## src/rtl/wdt_pkg.sv

```systemverilog
package wdt_pkg;

    // Decoded time-out select; the numeric value scales the tap exponent.
    typedef enum logic [1:0] {
        TSEL_SHORTEST = 2'd0,
        TSEL_SHORT    = 2'd1,
        TSEL_LONG     = 2'd2,
        TSEL_LONGEST  = 2'd3
    } tsel_e;

    // Events passed from the divider and grace logic to the top.
    typedef struct packed {
        logic expire;   // selected tap reached this clock
        logic fire;     // grace window ended with reset enabled
    } wdt_ev_t;

    // Exponent of the time-out period for a given select.
    function automatic int unsigned tap_exp(input tsel_e sel,
                                            input int unsigned lo,
                                            input int unsigned step);
        return lo + step * int'(sel);
    endfunction

endpackage

```

## src/rtl/wdt_divider.sv

```systemverilog
module wdt_divider
    import wdt_pkg::*;
#(
    parameter int unsigned TAP_LO_LOG = 14,
    parameter int unsigned TAP_STEP   = 2,
    parameter int unsigned CNT_W      = TAP_LO_LOG + 3 * TAP_STEP
) (
    input  logic       clk,
    input  logic       rst,
    input  logic       restart,
    input  tsel_e      tsel,
    output logic       expire
);

    logic [CNT_W-1:0] cnt;
    logic [CNT_W:0]   span;
    logic [CNT_W-1:0] mask;

    // Mask of the low bits that must all be ones at the end of a period.
    always_comb begin
        span   = ({{CNT_W{1'b0}}, 1'b1} << tap_exp(tsel, TAP_LO_LOG, TAP_STEP)) - 1'b1;
        mask   = span[CNT_W-1:0];
        expire = ((cnt & mask) == mask) && !restart;
    end

    always_ff @(posedge clk) begin
        if (rst || restart || expire)
            cnt <= '0;
        else
            cnt <= cnt + 1'b1;
    end

endmodule

```

## src/rtl/wdt_grace.sv

```systemverilog
module wdt_grace #(
    parameter int unsigned GRACE_CLKS = 512,
    parameter int unsigned GW         = $clog2(GRACE_CLKS)
) (
    input  logic clk,
    input  logic rst,
    input  logic restart,
    input  logic expire,
    input  logic rst_en,
    output logic fire,
    output logic wdt_rst
);

    logic          act;
    logic [GW-1:0] gcnt;
    logic          last;

    assign last = (gcnt == GW'(GRACE_CLKS - 1));
    assign fire = act && last && rst_en && !restart;

    always_ff @(posedge clk) begin
        if (rst) begin
            act     <= 1'b0;
            gcnt    <= '0;
            wdt_rst <= 1'b0;
        end else begin
            wdt_rst <= fire;
            if (restart) begin
                act  <= 1'b0;
                gcnt <= '0;
            end else if (act) begin
                if (last) begin
                    act  <= 1'b0;
                    gcnt <= '0;
                end else begin
                    gcnt <= gcnt + 1'b1;
                end
            end else if (expire) begin
                act  <= 1'b1;
                gcnt <= '0;
            end
        end
    end

    // a clear command leaves no reset pulse behind it
    a_r5_clear_cancels: assert property (@(posedge clk) disable iff (rst)
        restart |=> !wdt_rst);

    // a pulse is only produced while reset generation was enabled
    a_r6_needs_enable: assert property (@(posedge clk) disable iff (rst)
        wdt_rst |-> $past(rst_en));

    // the reset pulse lasts a single clock
    a_r4_single_pulse: assert property (@(posedge clk) disable iff (rst)
        wdt_rst |=> !wdt_rst);

endmodule

```

## src/rtl/wdt_cause.sv

```systemverilog
module wdt_cause (
    input  logic clk,
    input  logic por,
    input  logic set,
    input  logic clr,
    output logic flag
);

    // Lives on the power-on domain so the system reset does not erase it.
    always_ff @(posedge clk) begin
        if (por)
            flag <= 1'b0;
        else if (set)
            flag <= 1'b1;
        else if (clr)
            flag <= 1'b0;
    end

    // a watchdog reset always leaves the cause recorded
    a_r8_set_recorded: assert property (@(posedge clk) disable iff (por)
        set |=> flag);

endmodule

```

## src/rtl/wdt_delayed_reset.sv

```systemverilog
module wdt_delayed_reset
    import wdt_pkg::*;
#(
    parameter int unsigned TAP_LO_LOG = 14,
    parameter int unsigned TAP_STEP   = 2,
    parameter int unsigned GRACE_CLKS = 512
) (
    input  logic       clk,
    input  logic       rst,
    input  logic       por,
    input  logic [1:0] tsel,
    input  logic       int_en,
    input  logic       rst_en,
    input  logic       clr_wr,
    input  logic       to_ack,
    input  logic       cause_clr,
    output logic       clr_bit,
    output logic       to_flag,
    output logic       irq,
    output logic       wdt_rst,
    output logic       cause_flag
);

    localparam int unsigned CNT_W = TAP_LO_LOG + 3 * TAP_STEP;

    wdt_ev_t ev;
    logic    div_restart;

    // The divider also starts over when the grace window fires a reset.
    assign div_restart = clr_bit || ev.fire;

    wdt_divider #(
        .TAP_LO_LOG (TAP_LO_LOG),
        .TAP_STEP   (TAP_STEP),
        .CNT_W      (CNT_W)
    ) u_div (
        .clk     (clk),
        .rst     (rst),
        .restart (div_restart),
        .tsel    (tsel_e'(tsel)),
        .expire  (ev.expire)
    );

    wdt_grace #(
        .GRACE_CLKS (GRACE_CLKS)
    ) u_grace (
        .clk     (clk),
        .rst     (rst),
        .restart (clr_bit),
        .expire  (ev.expire),
        .rst_en  (rst_en),
        .fire    (ev.fire),
        .wdt_rst (wdt_rst)
    );

    wdt_cause u_cause (
        .clk  (clk),
        .por  (por),
        .set  (ev.fire),
        .clr  (cause_clr),
        .flag (cause_flag)
    );

    always_ff @(posedge clk) begin
        if (rst) begin
            clr_bit <= 1'b0;
            to_flag <= 1'b0;
        end else begin
            clr_bit <= clr_wr;
            if (ev.expire)
                to_flag <= 1'b1;
            else if (to_ack)
                to_flag <= 1'b0;
        end
    end

    assign irq = to_flag && int_en;

    // the time-out flag holds until acknowledged
    a_r3_flag_sticky: assert property (@(posedge clk) disable iff (rst)
        (to_flag && !to_ack) |=> to_flag);

    // the cause flag is high during every reset pulse
    a_r8_cause_with_pulse: assert property (@(posedge clk) disable iff (rst || por)
        wdt_rst |-> cause_flag);

endmodule

```

## config.mk

```make
export PLATFORM = sky130hd
export DESIGN_NAME = wdt_delayed_reset
export DESIGN_NICKNAME = d
export VERILOG_FILES = /design/src/rtl/wdt_pkg.sv /design/src/rtl/wdt_divider.sv /design/src/rtl/wdt_grace.sv /design/src/rtl/wdt_cause.sv /design/src/rtl/wdt_delayed_reset.sv
export SDC_FILE = /design/constraint.sdc
export NUM_CORES = 1
export LEC_CHECK = 0
export ABC_CLOCK_PERIOD_IN_PS = 2610
export BUFFER_PORTS_ARGS = -buffer_cell sky130_fd_sc_hd__clkbuf_2
export CORE_MARGIN = 2
export CORE_UTILIZATION = 25
export DETAILED_ROUTE_END_ITERATION = 10
export GPL_ROUTABILITY_DRIVEN = 0
export GPL_TIMING_DRIVEN = 1
export PLACE_DENSITY = 0.49
export SYNTH_ARGS = -nofsm -noshare
export SYNTH_HDL_FRONTEND = slang
export SYNTH_SLANG_ARGS = --single-unit
```

## constraint.sdc

```tcl
create_clock -name clk -period 2.61 [get_ports clk]
set_input_delay 0 -clock clk [delete_from_list [all_inputs] [get_ports clk]]
set_output_delay 0 -clock clk [all_outputs]
set_load 0.01 [all_outputs]
```

* Yosys cells after proc, flatten, opt, wreduce, memory -nomap -nowiden
Index checks and enable logic that the tools add are counted.
** Operators by class
- Mux-type cells :: 10
- Bitwise logic cells :: 1
- Shift operators :: 1
- Reduce and logical (&&, ||, !) cells :: 14
- Equality and inequality tests :: 2
- Add/sub/neg operators :: 4
** Operators by type and width (count)
- << shifter 1 x 32 -> 20 bit (first input constant) :: 1
- two-way mux 9 bit :: 3
- adder 20 x 1 -> 20 bit (second input constant) :: 1
- bitwise AND 20 bit :: 1
- == test 20 bit :: 1
- subtractor 20 x 1 -> 20 bit (second input constant) :: 1
- adder 9 x 1 -> 9 bit (second input constant) :: 1
- == test 9 bit (second input constant) :: 1
- two-way mux 1 bit :: 7
- nonzero test 2 bit :: 3
- adder 4 x 3 -> 5 bit (first input constant) :: 1
- logical AND 1 bit :: 5
- logical OR 1 bit :: 3
- zero test 1 bit :: 2
- OR reduction 2 bit :: 1
** Word-level totals
- Bits of input ports :: 10
- Output and inout bits :: 5
- Register bits :: 34

* Longest topological paths before layout
Gate-level depths: netlist of run 1.
- Depth after elaboration :: 9
- Gate-level depth with buffers :: 10
- Mapped depth without buffers :: 9

* By module
From an unflattened synthesis of run 1, not the netlist that was laid out.
** Second synthesis, totals
- Cell total of the unflattened synthesis :: 183
- Area, all modules :: 1670.4 um^2
** Modules (own cells, without submodules)
- wdt_divider :: cells each 112, seq. area each 400.4 um^2, times used 1, area each 1017.2 um^2
- wdt_grace :: cells each 59, seq. area each 220.2 um^2, times used 1, area each 529.3 um^2
- wdt_delayed_reset :: cells each 8, seq. area each 40.0 um^2, times used 1, area each 85.1 um^2
- wdt_cause :: cells each 4, seq. area each 20.0 um^2, times used 1, area each 38.8 um^2

* Worst setup path after synthesis of run 1
OpenSTA, ideal clock, no wires.
- Path kind :: flip-flop to flip-flop
- From :: register u_grace.gcnt[0]
- To :: register u_grace.gcnt[2]
- Arrival :: 2.329 ns
- Cell stages (with the launch flop) :: 11
- Path buffers :: 1
- Clock period less this slack :: 2.462 ns
- Setup time :: 0.133 ns
- Slack :: 0.148 ns
- Cell sequence :: dfxtp_1 ha_1 and3_1 and3_1 and3_1 ha_1 nand3_1 o2111ai_1 nor3_2 clkbuf_1 a21oi_1
** Between the ends
- Word-level cells in the longest chain between the ends :: 8
** RTL lines
- from (decl) :: line wdt_grace.sv:15 : logic [GW-1:0] gcnt;
- from (signal assigned) :: line wdt_grace.sv:36 : gcnt <= gcnt + 1'b1;
- branches (longest 8 deep; another with adder 9 x 1 -> 9 bit)
Several ways; the timed one is not identified.
A chain may end at the register's enable or synchronous reset.

* Worst setup path after layout of run 1
- From :: register u_grace.gcnt[0]
- To :: register u_grace.gcnt[5]
Same word-level chain as after synthesis.

==> flow_summary.ini, run 1 <==
[drt]
wl_per_cell_um = 12.6
firstDrtPassIters = 4
drtAntennaViolNets = 0
drc = 0
vias_per_cell = 4.76
routed_wl_um = 4020
vias = 1524
drt_iter0_drc = 71

[global_routing]
grt_antenna_before_repair = 0
grt_overflow_total = 0
grt_pass1_vias = 1412
grt_pass1_wl_um = 6670
grt_max_degree = 14
grtUsageTotal_pct = 11.3

[worst_setup_path]
slowest_stage = dfxtp_1
crit_chain = ha_1 -> and3_1 -> and3_1 -> and3_1 -> ha_1 -> nand3_1 -> o2111ai_4 -> nor3_2 -> buf_4 -> a31oi_1
path_class = reg -> reg
startpoint_type = flop
required_ns = 2.77
end_kind = flop
cpPeakStageDelay_ns = 0.34
crit_fanout = 13
crit_arrival_ns = 2.59
timing.critical_path.mode_cell = and3_1

[clock_network]
clockBufferDepth = 2
htreeDepth = 2
clk_latency_ns = 0.29
cts_sinks = 34
clk_pin_slew_ns = 0.06
cts_buffers = 5
cts_setup_buffers = 0
clockRootBuffer = clkbuf_8
cts_tree = built

[floorplanning]
io_pins = 15
fp.dieH_um = 87.6
die-area_um2 = 7670
core_um2 = 6790
initial_core_util_pct = 25.7
num_rows = 30
die_w_um = 87.6

[sta]
slew_viol_final = 0
timing.fmax_mhz = 412
fin_crit_sh_pct = 93.0
fin_crit_ns = 2.43
finClkSkew_ns = 0.00743
worst_slack_ns = 0.182
setup_violations = 0
finalHoldViolCount = 0

[yosys]
synth_top_cell_by_area = dfxtp_1
synthArstFlopShare_pct = 0
syn-cell-area_um2 = 1750
synth.top_cell.area_share_pct = 39.0
synthDistinctLibCells = 51
yosysSeqAreaShare_pct = 39.0
ys_ff_latch = 34
synthCells = 199
yosys_most_used_dff = dfxtp_1
yosysWarningCount = 0
synth.area.top_cells = dfxtp_1 39%, nor3_1 3.7%, ha_1 3.6%, xnor2_1 3.0%, xor2_1 3.0%
synth.avg_cell_area_um2 = 8.78
synth_edf_count = 0

[pwr]
combPwrFrac_pct = 5.6
pwr-share-seq_pct = 55.7
p_per_area_nw_per_um2 = 455
switchingPower_w = 0.000218
leakagePower_nw = 0.683
ir_worst_vdd_mv = 0.128
internal_power_w = 0.000731
clockPowerShare_pct = 38.7
netSwitchingFraction_pct = 22.9

[place]
pre_cts_ws_ns = 0.0864
place_inst = 310
numPortBuffers = 14
hpwlAfterDp_um = 2980

[final_layout]
fill_cells = 733
fin_cells = 320
finish.utilization_pct = 30.7
area_growth_pct = 19.3
num_antenna_cells = 0
layout-drive-gt1-share_pct = 18.3
layout.nets = 239

[run]
maxCapViolations = 0

[status]
run_status = finished clean

[hold_path]
hp-class = in -> reg
## cells by family (layout without fill, tap and decap cells)
group / Yosys count / after routing / share of synthesized area (%)
xor+xnor: 12 / 12 / 6.02
buf+inv: 17 / 41 / 4.30
compound gates: 46 / 46 / 18.7
simple gates: 83 / 83 / 27.7
other cells: 1 / 2 / 0.215
flops: 34 / 34 / 39.0
mux: 1 / 1 / 0.573
fa+ha+maj: 5 / 5 / 3.58
## layout by cell type, fill, tap and decap left out, types with 2 or more instances in the layout
cell type,count
a211o_1,2
a211oi_1,6
a21oi_1,4
a31oi_1,3
and3_1,5
buf_4,6
clkbuf_1,2
clkbuf_2,14
clkbuf_8,5
conb_1,2
dfxtp_1,34
dlygate4sd3_1,3
ha_1,5
inv_1,11
nand2_1,12
nand2b_1,3
nand3_1,9
nand4_1,7
nor2_1,10
nor2b_1,2
nor3_1,13
nor4_1,2
o211ai_1,3
o21a_1,2
o21ai_0,8
o22ai_1,4
or2_2,2
or3_1,5
or4_4,3
xnor2_1,6
xor2_1,6
## layer usage
| metal | GRT usage [%] | vias up | part of all wire, % |
|---|---|---|---|
| met1 | 14.7 | 708 | 51 |
| met5 | 0 | - | 0 |
| met2 | 17.8 | 25 | 45 |
| li1 | - | 784 | - |
| met3 | 3.11 | 7 | 2.6 |
| met4 | 4.62 | 0 | 1.5 |
## power by group through the flow
stage | Clock, W | Combinational (W) | Sequential (W)
6_report | 0.000367 | 0.0000535 | 0.000528
5_1_grt | 0.000403 | 0.0000599 | 0.000528
4_1_cts | 0.000387 | 0.0000497 | 0.000528
3_5_place_dp | 0 | 0.0000462 | 0.000540
3_3_place_gp | 0 | 0.0000464 | 0.000540
2_1_floorplan | 0 | 0.0000272 | 0.000539
## cells in the mapped netlist, types with 4 or more instances
master	n
ha_1	5
a211oi_1	6
nand4_1	7
nand2_1	12
a21oi_1	4
nor2_1	10
nand3_1	9
dfxtp_1	34
or3_1	5
xor2_1	6
clkbuf_1	4
inv_1	11
xnor2_1	6
nor3_1	13
and3_1	5
o21ai_0	8
o22ai_1	4
## critical path: cells and delay by family, from the launching register on
family | cells | cell delay [ns]
adder cells (fa/ha/maj) | 2 | 0.46
flip-flops | 1 | 0.34
buffers and inverters | 1 | 0.23
AO/OA/AOI/OAI | 2 | 0.27
AND/OR/NAND/NOR | 5 | 1.00
## cell type report
type                    count  area, um2  share of cell area (%)
inverters                  11       41.3                    1.98
flip-flops and latches     34        681                    32.7
repair buffers             23        145                    6.96
well taps                  96        120                    5.76
multi-input cells         149       1020                    49.0
clock buffers               7       76.3                    3.66
## what timing repair did
action | in CTS | in global routing
hold buffers | 3 | 0
setup endpoints to repair | 0 | 28
gates resized for setup | 0 | 5
hold endpoints to repair | 2 | 0
## worst paths after layout
| kind | startpoint | end | slack, ns | depth (start not counted) |
|---|---|---|---|---|
| worst max-delay path | u_grace.gcnt[0] | u_grace.gcnt[5] | 0.18 | 10 |
| worst min-delay path | cause_clr | u_cause.flag | 0.02 | 4 |
| worst max register to register | u_grace.gcnt[0] | u_grace.gcnt[5] | 0.18 | 10 |
| worst min register to register | u_grace.gcnt[7] | u_grace.gcnt[7] | 0.49 | 2 |
## metrics by stage
stage / total power [W] / hold WS, ns / instance area [um2] / TNS, ns
6_report: 0.000948 / 0.0165 / 2080 / 0
5_1_grt: 0.000991 / 0.0455 / 2080 / -0.00123
4_1_cts: 0.000964 / 0.00876 / 2060 / 0
3_5_place_dp: 0.000586 / 0.164 / 1950 / 0
3_3_place_gp: 0.000586 / 0.163 / 1950 / 0
2_1_floorplan: 0.000566 / 0.0716 / 1750 / 0
## registers in the layout, indices dropped and copies added (netlist names)
signal / count
u_grace.act: 1
u_div.cnt: 20
to_flag: 1
clr_bit: 1
u_cause.flag: 1
u_grace.wdt_rst: 1
u_grace.gcnt: 9
Note: power is estimated with default switching activity, not from simulation.
==> run 2, diff against run 1 <==
Settings changed: ABC_AREA set to 1.
==> run 2 against run 1 <==
Against the previous run:
- total power rose by 11%
- first-iteration DRC count fell by 15%
- cell area shrank 1.2%
- clock power is 31% higher
- core utilization barely moved
- largest cell class unchanged
- via count is 1.0% lower
- critical path depth grew 4
- hold slack gained 0.25 ns
- non-clock buffer count is 1 lower
- routed wire length is 11% lower
- maximum frequency grew 3.4%
==> flow_summary.ini, run 2 <==
[yosys]
yosysSeqAreaShare_pct = 39.6
synth.area.top_cells = dfxtp_1 40%, nand2_1 11%, nor2_1 7.9%, nand3_1 6.4%, inv_1 5.9%
synthCells = 240
yosysMostFrequentCell = nand2_1
ys_ff_latch = 34
synthArstFlopShare_pct = 0
synthTopCellsByCount = 50 x nand2_1, 36 x nor2_1, 34 x dfxtp_1, 27 x inv_1, 22 x nand3_1
synth.avg_cell_area_um2 = 7.16
syn-cell-area_um2 = 1720
synth.top_cell.area_share_pct = 39.6
yosysWarningCount = 0
synthDistinctLibCells = 29
synth_edf_count = 0
synth_top_cell_by_area = dfxtp_1
yosys_most_used_dff = dfxtp_1

[final_layout]
final_common_cell = nand2_1
fill_cells = 738
layout.nets = 283
ff_latch_area_um2 = 682
finish.utilization_pct = 30.7
reg.largest.list = u_div.cnt x20, u_grace.gcnt x9
area_growth_pct = 19.8
num_antenna_cells = 0
top_register = u_div.cnt
largest_reg_flops = 20
layout-drive-gt1-share_pct = 15.2
multi_input_area_um2 = 912
final_cell_mix = 50 x nand2_1, 35 x nor2_1, 33 x dfxtp_1

[drt]
vias = 1508
drc = 0
wl_per_cell_um = 10.3
vias_per_cell = 4.32
drt_iter0_drc = 60
drtAntennaViolNets = 0
routed_wl_um = 3590
firstDrtPassIters = 5

[pwr]
internal_power_w = 0.000822
ir_worst_vdd_mv = 0.212
leakagePower_nw = 0.800
pwr-share-seq_pct = 49.9
clockPowerShare_pct = 45.8
netSwitchingFraction_pct = 21.7
switchingPower_w = 0.000228
combPwrFrac_pct = 4.2
p_per_area_nw_per_um2 = 510

[clock_network]
cts_buffers = 5
clk_latency_ns = 0.28
cts_tree = built
cts_sinks = 34
htreeDepth = 2
clk_pin_slew_ns = 0.08
clockBufferDepth = 2
clockRootBuffer = clkbuf_8

[place]
hpwlAfterDp_um = 2640
numPortBuffers = 14

[sta]
tns_ns = 0
finalHoldViolCount = 0
fin_crit_sh_pct = 90.0
finClkSkew_ns = 0.0116
setup_violations = 0
tightest_slew_ns = 0.530
rsz0062_at_grt = no
slew_viol_final = 0
fin_crit_ns = 2.35
timing.fmax_mhz = 426
slew_headroom_pct = 64.5

[global_routing]
grt_pass1_vias = 1452
grt_overflow_total = 0
grt_pass1_wl_um = 6350
grt_antenna_before_repair = 0
grtUsageTotal_pct = 10.5
grt_max_degree = 20

[run]
maxCapViolations = 0

[worst_setup_path]
cpPeakStageDelay_ns = 0.55
crit_fanout = 4
required_ns = 2.79
crit_chain = ha_2 -> nand3_1 -> nor2_2 -> nand3_1 -> nor2_1 -> ha_1 -> nand2_1 -> inv_1 -> nand2_1 -> nand2_1 -> nor2_1 -> nand3_4 -> a21oi_2 -> dlygate4sd3_1
end_kind = flop
path_class = reg -> reg
startpoint_type = flop
slowest_stage = dlygate4sd3_1
timing.critical_path.mode_cell = nand2_1
crit_arrival_ns = 2.52

[floorplanning]
die-area_um2 = 7560
die_w_um = 86.9
core_um2 = 6720
num_rows = 30
fp.dieH_um = 86.9
initial_core_util_pct = 25.6
io_pins = 15

[hold_path]
hp-class = in -> out

[status]
run_status = finished clean
run 2: metal layers:
metal | part of all wire [%] | wire length, um | track usage [%]
met1 | 50 | 1810 | 13.4
met2 | 46 | 1660 | 17.2
met3 | 3.2 | 114 | 2.84
met4 | 0.39 | 14 | 3.13
met5 | 0 | 0 | 0
run 2: worst max-delay path, delay by kind of cell (launching register included):
family | cells | cell delay, ns
fa+ha+maj | 2 | 0.38
compound gates | 1 | 0.05
buf+inv | 2 | 0.63
simple gates | 9 | 0.82
flops | 1 | 0.36
run 2: power by group through the flow:
stage | clock network (W) | registers, W | logic (W)
floorplan | 0 | 0.000537 | 0.0000256
detailed placement | 0 | 0.000537 | 0.0000394
global placement | 0 | 0.000536 | 0.0000385
CTS | 0.000500 | 0.000524 | 0.0000452
global route | 0.000518 | 0.000525 | 0.0000525
finish | 0.000481 | 0.000524 | 0.0000446
run 2: area by class of cell:
class,count,area share (%)
Clock buffer,5,3.34
Inverter,29,5.29
Timing Repair Buffer,22,7.17
Multi-Input combinational cell,176,44.3
Clock inverter,3,1.94
Tap cell,80,4.86
Sequential cell,34,33.1
run 2: logic make-up (layout without fill, tap and decap cells):
kind of cell,after synthesis,after routing,synth area share (%)
xor+xnor,7,7,3.57
other cells,1,2,0.218
fa+ha+maj,5,5,3.64
simple gates,135,135,36.8
flops,34,34,39.6
compound gates,27,27,8.37
buf+inv,31,59,7.86
run 2: final timing paths:
path | depth (start not counted) | slack [ns] | startpoint | to
worst max-delay path | 14 | 0.26 | u_grace.gcnt[1] | to_flag
worst min-delay path | 4 | 0.27 | int_en | irq
worst max register to register | 14 | 0.26 | u_grace.gcnt[1] | to_flag
worst min register to register | 1 | 0.45 | u_grace.gcnt[0] | u_grace.gcnt[0]
run 2: what timing repair did:
item / CTS / global route
endpoints found under the setup margin: 0 / 1
endpoints found under the hold margin: 4 / 0
buffers inserted: 0 / 1
hold buffers: 7 / 0
resized for setup: 0 / 3
run 2: metrics by stage:
stage          instance area (um2)  setup slack, ns  power, W  cells  hold slack [ns]
6_report                      2060            0.262   0.00105    349            0.271
5_1_grt                       2060           0.0274   0.00109    349            0.299
4_1_cts                       2050            0.173   0.00107    348            0.273
3_5_place_dp                  1870            0.434  0.000576    333            0.163
3_3_place_gp                  1870            0.520  0.000575    333            0.160
2_1_floorplan                 1720            0.757  0.000562    241           0.0624
